--- config.mk ---
export PLATFORM = sky130hd
export DESIGN_NAME = zsup_cluster_packer
export DESIGN_NICKNAME = d
export VERILOG_FILES = /design/src/rtl/zsup_pkg.sv /design/src/rtl/zsup_tag_line.sv /design/src/rtl/zsup_framer.sv /design/src/rtl/zsup_word_packer.sv /design/src/rtl/zsup_cluster_packer.sv
export SDC_FILE = /design/constraint.sdc
export NUM_CORES = 1
export LEC_CHECK = 0
export BUFFER_PORTS_ARGS = -buffer_cell sky130_fd_sc_hd__buf_2
export CAP_MARGIN = 20
export CORE_UTILIZATION = 50
export DETAILED_ROUTE_END_ITERATION = 16
export PLACE_DENSITY = 0.67
export RECOVER_POWER = 25
export SYNTH_ARGS = -nofsm -noshare
export SYNTH_HDL_FRONTEND = slang
export SYNTH_SLANG_ARGS = --single-unit
--- constraint.sdc ---
create_clock -name clk -period 14.5 [get_ports clk]
set_input_delay 1.45 -clock clk [delete_from_list [all_inputs] [get_ports clk]]
set_output_delay 1.45 -clock clk [all_outputs]
set_load 0.005 [all_outputs]
--- src/rtl/zsup_pkg.sv ---
package zsup_pkg;

    localparam int SMP_W = 10;
    localparam int HWA_W = 12;
    localparam int CNT_W = 16;
    localparam logic [SMP_W-1:0] FILLER_CODE = 10'h2AA;
    localparam logic [11:0] TRAILER_TAG = 12'hAAA;

    typedef struct packed {
        logic             vld;
        logic             keep;
        logic [SMP_W-1:0] smp;
        logic [SMP_W-1:0] tb;
    } tag_entry_t;

    typedef enum logic [1:0] {PH_RUN, PH_DRAIN, PH_PAD, PH_TRAIL} phase_e;

    function automatic logic [4*SMP_W-1:0] pack4(input logic [SMP_W-1:0] a,
                                                  input logic [SMP_W-1:0] b,
                                                  input logic [SMP_W-1:0] c,
                                                  input logic [SMP_W-1:0] d);
        return {d, c, b, a};
    endfunction

endpackage

--- src/rtl/zsup_tag_line.sv ---
module zsup_tag_line
    import zsup_pkg::*;
#(
    parameter int MAX_PRE  = 7,
    parameter int MAX_MIN  = 7,
    parameter int MAX_POST = 7,
    localparam int DEPTH = MAX_PRE + MAX_MIN + 3,
    localparam int CW    = $clog2(MAX_MIN + 1),
    localparam int PW    = $clog2(MAX_PRE + 1),
    localparam int QW    = $clog2(MAX_POST + 1)
) (
    input  logic             clk,
    input  logic             rst,
    input  logic             shift,
    input  logic             in_valid,
    input  logic             in_eoe,
    input  logic [SMP_W-1:0] in_sample,
    input  logic [SMP_W-1:0] in_tbin,
    input  logic [SMP_W-1:0] thresh,
    input  logic [CW-1:0]    min_len,
    input  logic [PW-1:0]    pre_len,
    input  logic [QW-1:0]    post_len,
    output tag_entry_t       tail,
    output logic [1:0]       ahead_vld,
    output logic [1:0]       ahead_keep
);

    tag_entry_t line_q [DEPTH];
    tag_entry_t line_d [DEPTH];
    logic [CW-1:0] run_q, run_d;
    logic [QW-1:0] post_q;
    logic above, pulse, validate, cur_keep;
    int span;

    always_comb begin
        above    = in_valid && (in_sample > thresh);
        run_d    = (run_q == CW'(MAX_MIN)) ? run_q : run_q + 1'b1;
        if (!above) run_d = '0;
        pulse    = above && (run_d >= min_len);
        validate = above && (run_d == min_len);
        cur_keep = pulse || (post_q != '0);
        span     = int'(min_len) + int'(pre_len);
        line_d[0] = '{vld: in_valid, keep: in_valid && cur_keep, smp: in_sample, tb: in_tbin};
        for (int i = 1; i < DEPTH; i++) begin
            line_d[i] = line_q[i-1];
            if (validate && (i < span)) line_d[i].keep = 1'b1;
        end
    end

    always_ff @(posedge clk) begin
        if (rst) begin
            for (int i = 0; i < DEPTH; i++) line_q[i] <= '0;
            run_q  <= '0;
            post_q <= '0;
        end else begin
            if (shift) begin
                for (int i = 0; i < DEPTH; i++) line_q[i] <= line_d[i];
            end
            if (in_valid) begin
                if (in_eoe) begin
                    run_q  <= '0;
                    post_q <= '0;
                end else begin
                    run_q <= run_d;
                    if (pulse)              post_q <= post_len;
                    else if (post_q != '0)  post_q <= post_q - 1'b1;
                end
            end
        end
    end

    assign tail       = line_q[DEPTH-1];
    assign ahead_vld  = {line_q[DEPTH-3].vld,  line_q[DEPTH-2].vld};
    assign ahead_keep = {line_q[DEPTH-3].keep, line_q[DEPTH-2].keep};

endmodule

--- src/rtl/zsup_framer.sv ---
module zsup_framer
    import zsup_pkg::*;
(
    input  logic             clk,
    input  logic             rst,
    input  logic             shift,
    input  tag_entry_t       tail,
    input  logic [1:0]       ahead_vld,
    input  logic [1:0]       ahead_keep,
    output logic [1:0]       add_n,
    output logic [SMP_W-1:0] val0,
    output logic [SMP_W-1:0] val1,
    output logic             closing
);

    logic             open_q;
    logic [SMP_W-1:0] len_q, last_tb_q;
    logic             bridge, take;

    always_comb begin
        // a gap of one or two samples is bridged if a kept sample follows
        bridge  = open_q && ahead_vld[0] &&
                  (ahead_keep[0] || (ahead_vld[1] && ahead_keep[1]));
        take    = shift && tail.vld && (tail.keep || bridge);
        closing = shift && open_q && !take;
        add_n   = take ? 2'd1 : (closing ? 2'd2 : 2'd0);
        val0    = take ? tail.smp : last_tb_q;
        val1    = len_q + 10'd2;
    end

    always_ff @(posedge clk) begin
        if (rst) begin
            open_q    <= 1'b0;
            len_q     <= '0;
            last_tb_q <= '0;
        end else if (take) begin
            open_q    <= 1'b1;
            len_q     <= open_q ? len_q + 10'd1 : 10'd1;
            last_tb_q <= tail.tb;
        end else if (closing) begin
            open_q <= 1'b0;
        end
    end

endmodule

--- src/rtl/zsup_word_packer.sv ---
module zsup_word_packer
    import zsup_pkg::*;
(
    input  logic             clk,
    input  logic             rst,
    input  logic [1:0]       add_n,
    input  logic [SMP_W-1:0] val0,
    input  logic [SMP_W-1:0] val1,
    input  logic             do_pad,
    input  logic             do_trail,
    input  logic [HWA_W-1:0] hw_addr,
    output logic             out_valid,
    output logic [4*SMP_W-1:0] out_word
);

    logic [SMP_W-1:0] hold_q [3];
    logic [1:0]       hcnt_q;
    logic [CNT_W-1:0] nval_q;
    logic [SMP_W-1:0] slot [5];
    logic [SMP_W-1:0] padv [3];
    logic [2:0]       total;

    always_comb begin
        total = {1'b0, hcnt_q} + {1'b0, add_n};
        for (int j = 0; j < 3; j++) begin
            if (j < int'(hcnt_q))       slot[j] = hold_q[j];
            else if (j == int'(hcnt_q)) slot[j] = val0;
            else                        slot[j] = val1;
            padv[j] = (j < int'(hcnt_q)) ? hold_q[j] : FILLER_CODE;
        end
        slot[3] = (hcnt_q == 2'd3) ? val0 : val1;
        slot[4] = val1;
    end

    always_ff @(posedge clk) begin
        if (rst) begin
            for (int j = 0; j < 3; j++) hold_q[j] <= '0;
            hcnt_q    <= '0;
            nval_q    <= '0;
            out_valid <= 1'b0;
            out_word  <= '0;
        end else begin
            out_valid <= 1'b0;
            if (do_trail) begin
                out_valid <= 1'b1;
                out_word  <= {TRAILER_TAG, hw_addr, nval_q};
                nval_q    <= '0;
            end else if (do_pad) begin
                if (hcnt_q != 2'd0) begin
                    out_valid <= 1'b1;
                    out_word  <= pack4(padv[0], padv[1], padv[2], FILLER_CODE);
                end
                hcnt_q <= '0;
            end else if (add_n != 2'd0) begin
                nval_q <= nval_q + CNT_W'(add_n);
                if (total >= 3'd4) begin
                    out_valid <= 1'b1;
                    out_word  <= pack4(slot[0], slot[1], slot[2], slot[3]);
                    hold_q[0] <= slot[4];
                    hcnt_q    <= 2'(total - 3'd4);
                end else begin
                    for (int j = 0; j < 3; j++) hold_q[j] <= slot[j];
                    hcnt_q <= total[1:0];
                end
            end
        end
    end

endmodule

--- src/rtl/zsup_cluster_packer.sv ---
module zsup_cluster_packer
    import zsup_pkg::*;
#(
    parameter int MAX_PRE  = 7,
    parameter int MAX_MIN  = 7,
    parameter int MAX_POST = 7,
    localparam int DEPTH = MAX_PRE + MAX_MIN + 3,
    localparam int CW    = $clog2(MAX_MIN + 1),
    localparam int PW    = $clog2(MAX_PRE + 1),
    localparam int QW    = $clog2(MAX_POST + 1),
    localparam int DW    = $clog2(DEPTH + 2)
) (
    input  logic               clk,
    input  logic               rst,
    input  logic               in_valid,
    input  logic               in_eoe,
    input  logic [SMP_W-1:0]   in_sample,
    input  logic [SMP_W-1:0]   in_tbin,
    input  logic [SMP_W-1:0]   cfg_thresh,
    input  logic [CW-1:0]      cfg_min_len,
    input  logic [PW-1:0]      cfg_pre,
    input  logic [QW-1:0]      cfg_post,
    input  logic [HWA_W-1:0]   cfg_hw_addr,
    output logic               out_valid,
    output logic [4*SMP_W-1:0] out_word
);

    phase_e          phase_q;
    logic [DW-1:0]   dcnt_q;
    logic            accept, shift, do_pad, do_trail;
    tag_entry_t      tail;
    logic [1:0]      ahead_vld, ahead_keep;
    logic [1:0]      frm_n;
    logic [SMP_W-1:0] frm_v0, frm_v1;
    logic            frm_close;

    assign accept   = in_valid && (phase_q == PH_RUN);
    assign shift    = accept || (phase_q == PH_DRAIN);
    assign do_pad   = (phase_q == PH_PAD);
    assign do_trail = (phase_q == PH_TRAIL);

    always_ff @(posedge clk) begin
        if (rst) begin
            phase_q <= PH_RUN;
            dcnt_q  <= '0;
        end else begin
            unique case (phase_q)
                PH_RUN: if (accept && in_eoe) begin
                    phase_q <= PH_DRAIN;
                    dcnt_q  <= DW'(DEPTH + 1);
                end
                PH_DRAIN: begin
                    dcnt_q <= dcnt_q - 1'b1;
                    if (dcnt_q == DW'(1)) phase_q <= PH_PAD;
                end
                PH_PAD:   phase_q <= PH_TRAIL;
                PH_TRAIL: phase_q <= PH_RUN;
                default:  phase_q <= PH_RUN;
            endcase
        end
    end

    zsup_tag_line #(.MAX_PRE(MAX_PRE), .MAX_MIN(MAX_MIN), .MAX_POST(MAX_POST)) u_line (
        .clk(clk), .rst(rst), .shift(shift), .in_valid(accept), .in_eoe(in_eoe),
        .in_sample(in_sample), .in_tbin(in_tbin), .thresh(cfg_thresh),
        .min_len(cfg_min_len), .pre_len(cfg_pre), .post_len(cfg_post),
        .tail(tail), .ahead_vld(ahead_vld), .ahead_keep(ahead_keep)
    );

    zsup_framer u_framer (
        .clk(clk), .rst(rst), .shift(shift), .tail(tail),
        .ahead_vld(ahead_vld), .ahead_keep(ahead_keep),
        .add_n(frm_n), .val0(frm_v0), .val1(frm_v1), .closing(frm_close)
    );

    zsup_word_packer u_packer (
        .clk(clk), .rst(rst), .add_n(frm_n), .val0(frm_v0), .val1(frm_v1),
        .do_pad(do_pad), .do_trail(do_trail), .hw_addr(cfg_hw_addr),
        .out_valid(out_valid), .out_word(out_word)
    );

endmodule

==> impl_results.md <==
* Syn avg cell area at 12.5 um2
* Fraction of post-synthesis cell area in the top cell type by area at around 58%
* Number of remaining DRC errors at 1
* Worst Hold Path EP: u_framer.last_tb_q[6]$_SDFFE_PP0N_
* RSZ-0062 raised after global routing: no
* Destination of the worst register-to-register timing path: u_line.line_q[0][265]$_SDFFCE_PN0P_
* Synth top area cells: sky130_fd_sc_hd__edfxtp_1 (58%), sky130_fd_sc_hd__and2_1 (11%), sky130_fd_sc_hd__dfxtp_1 (8.9%)
* Clock-pin slew reported for the worst setup and hold paths after clock tree synthesis at 0.06 ns
* Total global routing overflow at 0
* # diodes at 0
* Total of endpoints with negative setup slack in the final report at 0
* Achievable Freq at 122 MHz
* IO buf count at 95
* Final net count at 1,842
* Width of the die at 207 um
* Min-delay worst type: reg -> reg
* Cell count after synthesis at about 1,700
* Layout overhead on the synthesized area at 12.8%
* Final period utilization at 56.7%
* TNS Setup at 0 ns
* Average wire length per cell after detail routing at 17.3 um
* Worst Max-Slew Pin Slew at between 3 and 4 ns
* Data arrival time at the worst-slack endpoint at 8.44 ns
* Total power at 4.24 mW
* Max Slew Vio Count at 80
* Routability-driven placement congestion ratio at 0.890
* Filler cells at about 3,400
* Number of hold violations in the final report at 0
* Die Outline Area at between 40,000 and 50,000 um2
* Routed vias at 12,900
* Critical path type: in -> reg
* Most used DFF post-synth: sky130_fd_sc_hd__edfxtp_1
* Instance area after placement at roughly 22,000 um2
* Number of distinct library cells after synthesis at 66
* Net load switching power at 1.12 mW
* Startpoint Class: input pin
* Worst voltage drop across the vdd grid at about 0.00018 V
* Clock root cell: sky130_fd_sc_hd__clkbuf_16
* Violation count after the first detailed-routing iteration at ~1,100
* Effective utilization at floorplan at 51.0%
* Aggregate routed wire length at 40,100 um
* Startpoint of the tightest hold check path: u_framer.last_tb_q[6]$_SDFFE_PP0N_
* Worst hold path depth at 2
* Violations in the final reports: DRC, capacitance limit, slew limit
* Sequential cell area in the final layout at 14,000 um2
* Count of synthesis-stage warnings from yosys at 0
* Power density of the placed cells at 179 nW/um2
* Critical path peak fanout at 73
* Number of gates given a new drive strength after cts at 0
* Layer carrying the most global-route usage: met2
* Outcome: complete, but fails checks
* Synth Cell Area at around 21,000 um2
* CP Capture Type: flop
* Via density per instance at 5.53
* Switch share at a little over a quarter
* FF+latch count, synth at 497
* Post-synthesis sequential area ratio at 66.7%
* Fraction of final layout cells with drive strength greater than 1 at 9.87%
* Combinational share of power at 15.7%
* Number of global-route vias before repair at 12,400
* Proportion of synthesized flip-flops having asynchronous set or reset at 0%
* Global-route wire length before repair at about 64,000 um
* Half-perimeter wire length of the detailed placement result at 24,100 um
* CTS Hold Buffers Added at 0
* Combined global-route utilization of all metal layers at 18.9%
* Flop2flop setup slack at 6.86 ns
* TritonCTS clock tree: yes
* Number of clock sinks at 497
* Clock latency at the later pin of the worst-skew pair at 0.61 ns
* Met3 routing resource usage after global routing at 4.43%
* Pin count of the biggest net entering global routing at 364
* Final critical path time including I/O delays and setup at 8.22 ns
* Post-CTS setup-driven buffer insertion count at 0
* Cell type with the largest total area after synthesis: sky130_fd_sc_hd__edfxtp_1
* Post-route antenna net violation count at 0
* Std-Cell Rows at 74
* Number of iterations in the first detailed-routing pass at 13
* Number of antenna violations at the first check in global routing at 1
* Clock buffer count from CTS at 51
* Vertical die dimension at ~210 um
* Internal Power at between 3 and 4 mW
* Maximum level of the CTS H-tree at 2
* Worst reg2reg path startpoint: phase_q[1]$_SDFFE_PP0P_
* Met2 GRT Util at 29.3%
* R2R cell count at 8
* EDFF count, synth at 404
* Worst clock skew at 0.0286 ns
* Multi-input logic area at approximately 6400 um2
* Synth Net Count at ~1,800
* Maxcap violations at 2
* Part of the power in registers at 52.5%
* Routing usage on met1 at a little over a quarter
* Clk buf depth at 3
* Worst EP required at 14.71 ns
* Leakage Power at 8.95 nW
* Final Instance Area at 23,700 um2
* Slew headroom at -115%
* Floorplan Core Area at 41,100 um2
* Clock network fraction of total power at 31.8%
* Top-Level Pins at 96
[flip-flops by register name, indices dropped and copies added (netlist names), 2 cells and up]
| signal | cells |
|---|---|
| u_line.line_q | 374 |
| u_packer.out_word | 40 |
| phase_q | 2 |
| u_packer.hold_q | 30 |
| u_framer.last_tb_q | 10 |
| u_packer.hcnt_q | 2 |
| u_framer.len_q | 10 |
| u_line.run_q | 3 |
| u_packer.nval_q | 16 |
| dcnt_q | 5 |
| u_line.post_q | 3 |
[final cells by class]
cell class	instances	area share (%)
flip-flops and latches	497	59.1
inverters	44	0.703
repair buffers	118	2.71
well taps	532	2.81
clock inverters	18	0.878
clock buffers	76	6.57
multi-input cells	1041	27.2
[cell usage after synthesis, types with 12 or more instances]
| cell type | number |
|---|---|
| sky130_fd_sc_hd__edfxtp_1 | 404 |
| sky130_fd_sc_hd__and2_1 | 361 |
| sky130_fd_sc_hd__nor2_1 | 113 |
| sky130_fd_sc_hd__nand2_1 | 104 |
| sky130_fd_sc_hd__dfxtp_1 | 93 |
| sky130_fd_sc_hd__clkbuf_1 | 90 |
| sky130_fd_sc_hd__a21oi_1 | 66 |
| sky130_fd_sc_hd__o21ai_0 | 47 |
| sky130_fd_sc_hd__inv_1 | 43 |
| sky130_fd_sc_hd__ha_1 | 31 |
| sky130_fd_sc_hd__nand3_1 | 30 |
| sky130_fd_sc_hd__xor2_1 | 23 |
| sky130_fd_sc_hd__or3_1 | 19 |
| sky130_fd_sc_hd__nand4_1 | 18 |
| sky130_fd_sc_hd__a311oi_1 | 17 |
| sky130_fd_sc_hd__a31oi_1 | 16 |
| sky130_fd_sc_hd__o41ai_1 | 15 |
| sky130_fd_sc_hd__o31ai_1 | 14 |
| sky130_fd_sc_hd__o22ai_1 | 13 |
| sky130_fd_sc_hd__nor3_1 | 12 |
[critical path: stages]
cell                       delay, ns
sky130_fd_sc_hd__clkbuf_1       1.04
sky130_fd_sc_hd__inv_1          0.18
sky130_fd_sc_hd__nand2_1        0.80
sky130_fd_sc_hd__clkbuf_1       2.34
sky130_fd_sc_hd__buf_4          0.92
sky130_fd_sc_hd__buf_4          0.72
sky130_fd_sc_hd__buf_4          0.82
[placed cells by master (no fill, tap or decap), drive strengths merged, types with 7 or more instances in the layout]
| master | n |
|---|---|
| clkbuf | 119 |
| xor2 | 23 |
| edfxtp | 404 |
| nor3 | 12 |
| clkinv | 14 |
| mux2 | 10 |
| nand3 | 30 |
| o31ai | 14 |
| and2 | 361 |
| ha | 31 |
| a311oi | 17 |
| buf | 75 |
| o211ai | 10 |
| or3 | 19 |
| a2111oi | 7 |
| nor2 | 113 |
| o22ai | 13 |
| dfxtp | 93 |
| inv | 44 |
| nand4 | 18 |
| nor4 | 8 |
| mux2i | 10 |
| a21oi | 67 |
| o41ai | 15 |
| or2 | 9 |
| a31oi | 16 |
| o21ai | 48 |
| nand2 | 104 |
[power by group through the flow]
stage / clock network [mW] / logic, mW / registers [mW]
after floorplan: 0 / 0.478 / 2.33
after detailed placement: 0 / 0.674 / 2.25
after CTS: 1.37 / 0.679 / 2.23
after global routing: 1.43 / 0.750 / 2.27
final: 1.35 / 0.667 / 2.22
after global placement: 0 / 0.649 / 2.24
[how the worst max path moves through the flow]
stage / start / end / slack [ns] / depth (start not counted)
2_1_floorplan: rst / u_line.line_q[0][0]$_SDFFCE_PN0P_ / 3.69 / 4
3_3_place_gp: in_valid / u_packer.out_word[17]$_SDFFE_PP0P_ / 8.70 / 11
3_5_place_dp: rst / u_line.line_q[0][248]$_SDFFCE_PN0P_ / 8.63 / 6
4_1_cts: rst / u_line.line_q[0][248]$_SDFFCE_PN0P_ / 9.26 / 6
5_1_grt: rst / u_line.line_q[0][269]$_SDFFCE_PN0P_ / 5.60 / 7
6_report: rst / u_line.line_q[0][265]$_SDFFCE_PN0P_ / 6.28 / 7
[metrics by stage]
stage / util [%] / hold slack [ns] / cells / setup slack, ns
final: 57.6 / 0.453 / 2326 / 6.28
after global routing: 57.6 / 0.481 / 2326 / 5.60
after CTS: 57.6 / 0.454 / 2321 / 9.26
after detailed placement: 53.3 / 0.447 / 2227 / 8.63
after global placement: 53.2 / 0.437 / 2226 / 8.70
after floorplan: - / 0.429 / 1680 / 3.69
[routing by layer]
metal  routed length, um  share of wire, %  vias up
met2               18400                46      392
li1                    -                 -     6160
met5                  13             0.032        -
met1               17900                45     6225
met4                1180               2.9        2
met3                2670               6.6       88
[cell families after synthesis]
| kind of cell | Yosys count | share of synthesized area (%) |
|---|---|---|
| multiplexers | 20 | 1.01 |
| buffers and inverters | 142 | 2.60 |
| adder cells (fa/ha/maj) | 34 | 2.14 |
| AO/OA/AOI/OAI | 257 | 8.11 |
| XOR/XNOR | 28 | 1.17 |
| AND/OR/NAND/NOR | 702 | 18.2 |
| flip-flops | 497 | 66.7 |
Note: power is estimated with default switching activity, not from simulation.
